**src/rtl/pwr_restart_pkg.sv**
```systemverilog
package pwr_restart_pkg;
  typedef enum logic [6:0] {
    ST_IDLE    = 7'b0000001,
    ST_SEQ_ON  = 7'b0000010,
    ST_MONITOR = 7'b0000100,
    ST_SHUT    = 7'b0001000,
    ST_DELAY   = 7'b0010000,
    ST_VALID   = 7'b0100000,
    ST_LOCK    = 7'b1000000
  } rs_state_e;

  localparam int B_IDLE  = 0;
  localparam int B_SHUT  = 3;
  localparam int B_DELAY = 4;
  localparam int B_LOCK  = 6;
endpackage

```
**src/rtl/restart_timer.sv**
```systemverilog
module restart_timer #(
  parameter int CMD_CYC = 16,
  parameter int FLT_CYC = 64
) (
  input  logic clk,
  input  logic rst,
  input  logic load,
  input  logic sel_fault,
  input  logic run,
  output logic done
);
  localparam int MAXC = (FLT_CYC > CMD_CYC) ? FLT_CYC : CMD_CYC;
  localparam int W    = $clog2(MAXC + 1);

  logic [W-1:0] cnt;

  always_ff @(posedge clk) begin
    if (rst)
      cnt <= '0;
    else if (load)
      cnt <= sel_fault ? W'(FLT_CYC - 1) : W'(CMD_CYC - 1);
    else if (run && cnt != '0)
      cnt <= cnt - 1'b1;
  end

  assign done = (cnt == '0);
endmodule

```
**src/rtl/retry_tracker.sv**
```systemverilog
module retry_tracker #(
  parameter int CNT_W = 3
) (
  input  logic       clk,
  input  logic       rst,
  input  logic       inc,
  input  logic [1:0] cfg,
  output logic       over
);
  logic [CNT_W-1:0] count;
  logic [CNT_W-1:0] limit;

  always_ff @(posedge clk) begin
    if (rst)
      count <= '0;
    else if (inc && count != {CNT_W{1'b1}})
      count <= count + 1'b1;
  end

  always_comb begin
    limit = cfg[0] ? CNT_W'(3) : CNT_W'(1);
    over  = !cfg[1] && (count > limit);
  end
endmodule

```
**src/rtl/pwr_restart_ctrl.sv**
```systemverilog
module pwr_restart_ctrl
  import pwr_restart_pkg::*;
#(
  parameter int CLK_HZ      = 125_000_000,
  parameter int N_CH        = 4,
  parameter int N_SUP       = 2,
  parameter int CMD_DLY_CYC = CLK_HZ / 80,
  parameter int FLT_DLY_CYC = (CLK_HZ / 10) * 24
) (
  input  logic             clk,
  input  logic             rst,
  input  logic             pwr_en_in,
  input  logic             fshut_in,
  input  logic [N_CH-1:0]  chan_off,
  input  logic             fault_fs,
  input  logic             fault_poff,
  input  logic             seq_timeout,
  input  logic [N_SUP-1:0] supply_ok,
  input  logic [N_SUP-1:0] valid_sel,
  input  logic [1:0]       retry_cfg,
  input  logic             cmd_off,
  input  logic             cmd_on,
  output logic             pwr_en_pull,
  output logic             fshut_pull,
  output logic             rst_out,
  output logic             seq_enable,
  output logic             poff_active,
  output logic [6:0]       state_oh
);
  rs_state_e state, nxt;
  logic cause_flt, fsk_q, poff_q;
  logic go_flt, go_cmd, load, over, done;
  logic fsk_nxt, poff_nxt, fault_any, cmd_trig, all_off, valid_ok;

  assign all_off   = &chan_off;
  assign valid_ok  = ((supply_ok & valid_sel) == valid_sel);
  assign cmd_trig  = fshut_in | ~pwr_en_in;
  assign fault_any = fault_fs | fault_poff | ((state == ST_SEQ_ON) & seq_timeout);

  restart_timer #(.CMD_CYC(CMD_DLY_CYC), .FLT_CYC(FLT_DLY_CYC)) u_timer (
    .clk(clk), .rst(rst), .load(load), .sel_fault(cause_flt),
    .run(state == ST_DELAY), .done(done)
  );

  retry_tracker #(.CNT_W(3)) u_retry (
    .clk(clk), .rst(rst), .inc(go_flt), .cfg(retry_cfg), .over(over)
  );

  always_comb begin
    nxt    = state;
    go_flt = 1'b0;
    go_cmd = 1'b0;
    load   = 1'b0;
    case (state)
      ST_IDLE:  if (pwr_en_in && !fshut_in) nxt = ST_VALID;
      ST_VALID: begin
        if (!pwr_en_in || fshut_in) nxt = ST_IDLE;
        else if (valid_ok)          nxt = ST_SEQ_ON;
      end
      ST_SEQ_ON, ST_MONITOR: begin
        if (fault_any) begin
          nxt = ST_SHUT; go_flt = 1'b1;
        end else if (cmd_trig) begin
          nxt = ST_SHUT; go_cmd = 1'b1;
        end else if (state == ST_SEQ_ON && !(|chan_off)) begin
          nxt = ST_MONITOR;
        end
      end
      ST_SHUT: begin
        if (all_off) begin
          if (cause_flt && over) nxt = ST_LOCK;
          else begin
            nxt = ST_DELAY; load = 1'b1;
          end
        end
      end
      ST_DELAY: if (done) nxt = ST_IDLE;
      ST_LOCK:  nxt = ST_LOCK;
      default:  nxt = ST_IDLE;
    endcase
  end

  always_comb begin
    fsk_nxt = go_flt ? fault_fs : (go_cmd ? 1'b0 : fsk_q);
    if (nxt != ST_MONITOR || cmd_on) poff_nxt = 1'b0;
    else if (cmd_off)                poff_nxt = 1'b1;
    else                             poff_nxt = poff_q;
  end

  always_ff @(posedge clk) begin
    if (rst) begin
      state       <= ST_IDLE;
      cause_flt   <= 1'b0;
      fsk_q       <= 1'b0;
      poff_q      <= 1'b0;
      pwr_en_pull <= 1'b0;
      fshut_pull  <= 1'b0;
      rst_out     <= 1'b0;
      seq_enable  <= 1'b0;
    end else begin
      state       <= nxt;
      fsk_q       <= fsk_nxt;
      poff_q      <= poff_nxt;
      if (go_flt)      cause_flt <= 1'b1;
      else if (go_cmd) cause_flt <= 1'b0;
      pwr_en_pull <= (nxt == ST_SHUT) || (nxt == ST_DELAY) || (nxt == ST_LOCK);
      fshut_pull  <= (nxt == ST_LOCK) || ((nxt == ST_SHUT) && fsk_nxt);
      rst_out     <= (nxt == ST_LOCK);
      seq_enable  <= (nxt == ST_SEQ_ON);
    end
  end

  assign poff_active = poff_q;
  assign state_oh    = state;
endmodule

```
**config.mk**
```make
export PLATFORM = sky130hd
export DESIGN_NAME = pwr_restart_ctrl
export DESIGN_NICKNAME = d
export VERILOG_FILES = /design/src/rtl/pwr_restart_pkg.sv /design/src/rtl/restart_timer.sv /design/src/rtl/retry_tracker.sv /design/src/rtl/pwr_restart_ctrl.sv
export SDC_FILE = /design/constraint.sdc
export NUM_CORES = 1
export LEC_CHECK = 0
export BUFFER_PORTS_ARGS = -buffer_cell sky130_fd_sc_hd__buf_2
export CAP_MARGIN = 20
export CORE_UTILIZATION = 29
export CTS_CLUSTER_DIAMETER = 30
export DETAILED_ROUTE_END_ITERATION = 6
export SLEW_MARGIN = 30
export SYNTH_ARGS = -nofsm -noshare
export SYNTH_HDL_FRONTEND = slang
export SYNTH_SLANG_ARGS = --single-unit
```
**constraint.sdc**
```tcl
create_clock -name clk -period 3.55 [get_ports clk]
set_clock_uncertainty 0.15 [all_clocks]
set_input_delay 0.355 -clock clk [delete_from_list [all_inputs] [get_ports clk]]
set_output_delay 0.355 -clock clk [all_outputs]
set_load 0.02 [all_outputs]
```
Word level (Yosys, flattened, before mapping)
Index checks and enable logic that the tools add are counted.
Cells by class
  add/subtract/negate cells: 2
  $mul: 0
  div/mod/pow operators: 0
  order comparisons: 1
  equal/unequal tests: 14
  shifts and indexed selects: 0
  muxes and demuxes: 26
  bitwise operators: 6
  reductions and logical operators: 24
Operator list (count)
  $mux 29: 3
  $mux 7: 9
  $pmux 7 s6: 1
  $logic_not 29->1: 1
  $reduce_bool 29->1: 1
  $sub 29x1->29 const B: 1
  $eq 7x2->1 const B: 2
  $eq 7x4->1 const B: 2
  $eq 7x5->1 const B: 2
  $eq 7x7->1 const B: 2
  $mux 1: 12
  $eq 7x1->1 const B: 1
  $eq 7x3->1 const B: 1
  $eq 7x6->1 const B: 1
  $logic_and 1x1->1: 7
  $ne 7x3->1 const B: 1
  $logic_or 1x1->1: 5
  $logic_not 1->1: 4
  $reduce_and 4->1: 1
  $reduce_bool 2->1: 2
  $reduce_or 2->1: 2
  $reduce_or 4->1: 1
  $add 3x1->3 const B: 1
  $gt 3x3->1: 1
  other kinds (7): 9
Word-level totals
  flip-flop bits (word level): 46
  latch bits: 0
  bits in writable memories: 0
  bits in read-only memories: 0
  input port bits: 19
  output and inout port bits: 12
  memories kept: 0

Logic depth before layout (Yosys ltp)
  word-level depth: 10
  gate-level depth with buffers: 10
  gate-level depth less buffers: 7

Modules after synthesis
A second synthesis with hierarchy kept.
Second synthesis, totals
  cells, all modules: 288
  area total of the unflattened synthesis: 2600.0 µm²
By module, submodules not included
  restart_timer: times used 1, cells each 175, area an instance 1590.3 µm²
  pwr_restart_ctrl: times used 1, cells each 94, area an instance 819.5 µm²
  retry_tracker: times used 1, cells each 19, area an instance 190.2 µm²

Worst setup path before layout
OpenSTA, ideal clock, no wires.
  path kind: register to register
  start point: reg u_timer.cnt[0]
  end point: reg u_timer.cnt[26]
  arrival time: 2.358 ns
  path slack: 0.972 ns
  cell stages (with the launch flop): 9
  clock period less this slack: 2.578 ns
  path through: dfxtp_1 -> inv_1 -> ha_1 -> or3b_2 -> or3_1 -> clkbuf_1 -> or3_1 -> or3_1 -> a21oi_1
Between the ends
  longest elaborated chain between the ends: 3
RTL lines
  start: declaration: RTL line restart_timer.sv:15  | logic [W-1:0] cnt;
  start signal: assignment: RTL line restart_timer.sv:21  | cnt <= sel_fault ? W'(FLT_CYC - 1) : W'(CMD_CYC - 1);
  start signal: assignment: RTL line restart_timer.sv:23  | cnt <= cnt - 1'b1;
  $sub 29x1->29 or $reduce_bool 29->1 (tied branches): RTL line restart_timer.sv:23, restart_timer.sv:22
  $mux 29 or $logic_and 1x1->1 (tied branches): RTL line restart_timer.sv:22  | else if (run && cnt != '0)
  $mux 29 or $reduce_bool 2->1 (tied branches)
Parallel ways exist; a longest one is shown, timed or not. The select of a mux whose other input is x is not followed.
A chain may end at the register's enable or synchronous reset.

Final worst setup path
  start point: reg u_timer.cnt[0]
  end point: reg u_timer.cnt[21]
Same word-level chain as after synthesis.

==> run metrics <==
status finished clean; via count 2419; WHS Endpoint poff_active; Post-Place Cells 426; WHS 0.0489 ns; worst-path cell chain inv_1 -> ha_1 -> or3b_2 -> or3_1 -> o31a_1 -> and3_1 -> nor4_1; final hold viol count 0; Final nets 351; worst path buffer plus inverter count 1; largest net degree at the start of global routing 26; sequential area share after synthesis 36.0%; peak supply drop 123 uV; syn_area_per_cell 8.47 sq um; Hold Startpoint cmd_on; total CTS buffers 5; Leak 1.13 nW; post-CTS setup buffer count 0; WL/cell 14.5 um; Root Buffer clkbuf_8; Post-synth EDFFs 0; fill count 898; fin cells 434; Setup crit start kind flip-flop; Pwr Density 317 mW/mm^2; initial drt markers 154; Slowest-stage cell, CP o31a_1; Yosys warning count 0; MaxCap Viol Count 0; Tcrit/Tclk final 80.5%; initial antenna violation count 0; # port buffers 30; ys flop type dfxtp_1; top cells by area, synth dfxtp_1, nor3_1, or3_1; Global Route Usage Sum 14.4%; Clock H-tree levels 2; Placer Congestion 0.836; Tightest Pin Transition 0.695 ns; most common cell after layout, fill and taps aside dfxtp_1; endpoints failing setup 0; Sink Count 46; CP delay by family, top simple AND/OR/NAND/NOR gates; Slew Viols, Final 0; Clk Latency, worst-skew pair 0.30 ns; R2R setup slack 0.69 ns; CTS max path bufs 2; DRC 0; largest area contributor in the netlist dfxtp_1; Core Region 0.00838 sq mm; synthesized area 0.00256 sq mm; Die Area 0.00920 sq mm; Rel. slew slack 53.2%; TNS Setup 0 ns; WP data arrival 2.92 ns; first-pass GRT wire length 10.2 mm; DRT Pass-1 Iters 4; gate count of the mapped netlist 302; Data required, critical path 3.61 ns; critical-path maximum fanout 17; grt ovf 0; Clk pin slew, worst setup/hold paths 0.08 ns; reg2reg end u_timer.cnt[21]; number of global-route vias before repair 2197; ANT cells 0; critical path class reg2reg; Post-CTS Hold Buffers 0; post-synth top area share 36.0%; area grow syn2layout 12.2%; Die Span Y 95.9 um; row count 33; Ports 31; vias per std cell 5.57; HPWL after detailed placement 4.48 mm; Tmin final 2.86 ns; Final ANT Viol Nets 0; worst r2r src u_timer.cnt[0]; RSZ-0062 raised after global routing false; Initial Util 30.5%; wirelength, routed 6.29 mm; worst r2r path cells 7; Pwr Total 0.910 mW; Seq cells post-synth 46; Synth Net Count 325; Hold Path Stages 2; fmax 350 MHz; Post-synth ARST share 0%; layout cell share with drive strength beyond 1 18.2%; most frequent cells in the layout dfxtp_1, buf_2, nor3_1; Hold Crit Class in2reg; CTS tree done; CP max stage delay 0.53 ns; synth unique cells 56; Post-CTS Resized 0; crit path capture type flip-flop; Chip Width 95.9 um
==> worst reg2reg max path: stages (launching register included) <==
cell and delay [ns]:
dfxtp_1 0.35, inv_1 0.07, ha_1 0.27, or3b_2 0.48, or3_1 0.48, o31a_1 0.53, and3_1 0.27, nor4_1 0.16
==> sequential cells by signal, indices dropped and copies added, names as in the netlist <==
name           flops
rst_out            1
u_retry.count      3
fshut_pull         1
cause_flt          1
pwr_en_pull        1
fsk_q              1
u_timer.cnt       29
state_oh           7
poff_active        1
seq_enable         1
==> stage by stage <==
step / setup slack, ns / instance area, sq um / utilization [%]
2_1_floorplan: 0.972 / 2560 / -
3_3_place_gp: 0.797 / 2780 / 33.1
3_5_place_dp: 0.716 / 2780 / 33.1
4_1_cts: 0.713 / 2870 / 34.2
5_1_grt: 0.434 / 2870 / 34.2
6_report: 0.691 / 2870 / 34.2
==> report_power, final <==
| part | internal (mW) | switching, mW |
|---|---|---|
| clock network | 0.157 | 0.176 |
| logic | 0.0216 | 0.0341 |
| registers | 0.517 | 0.00382 |
| total | 0.696 | 0.214 |
==> Yosys cell counts (3+ instances only) <==
cell type  instances
a211oi_1           6
xor2_1             3
buf_6              3
nand3_1            9
nand2_1            8
o21ai_0           13
clkbuf_1          12
ha_1               4
and3_1             5
nand3b_1           3
or2_2              6
o31ai_1            8
or3_1             16
nor4_1             5
nor3b_1            3
nor3_1            22
a21o_1             4
a21oi_1           16
dfxtp_1           46
inv_1             10
nor2_1            19
a31oi_1           12
and4_1             3
nand4_1            4
or4_1             13
==> cell families (layout without fill, tap and decap cells) <==
logic type,count (synthesis),count (layout),synth area share (%)
xor gates and xnor gates,5,5,1.71
AOI/OAI and AO/OA,88,88,23.6
adders and majority gates,4,4,1.96
DFF,46,46,36.0
and+or+nand+nor,131,131,30.6
muxes,2,2,0.783
buffers and inverters,26,53,5.33
==> worst max-delay path by stage <==
| stage | endpoint | cells past startpoint | from |
|---|---|---|---|
| 6_report | u_timer.cnt[21] | 7 | u_timer.cnt[0] |
| 5_1_grt | u_timer.cnt[17] | 7 | u_timer.cnt[0] |
| 2_1_floorplan | u_timer.cnt[26] | 8 | u_timer.cnt[0] |
| 4_1_cts | u_timer.cnt[4] | 7 | u_timer.cnt[0] |
| 3_5_place_dp | u_timer.cnt[4] | 7 | u_timer.cnt[0] |
| 3_3_place_gp | u_timer.cnt[4] | 7 | u_timer.cnt[0] |
==> area by class of cell <==
class / instances / area, sq um / share of cell area, %
clock buffers: 7 / 86.3 / 3.01
clock inverters: 1 / 5.00 / 0.174
inverters: 10 / 37.5 / 1.31
multi-input cells: 230 / 1500 / 52.3
flip-flops and latches: 46 / 921 / 32.1
well taps: 105 / 131 / 4.58
repair buffers: 35 / 188 / 6.54
==> per-layer routing <==
layer  share of wire [%]  GRT usage (%)  up-vias  wire [um]
li1                    -              -     1224          -
met1                  47           17.8     1117       2950
met2                  45           23.9       66       2850
met3                 5.9           2.92       12        372
met4                 1.9           6.47        0        122
met5                   0              0        -          0
(Power assumes the default switching activity.)
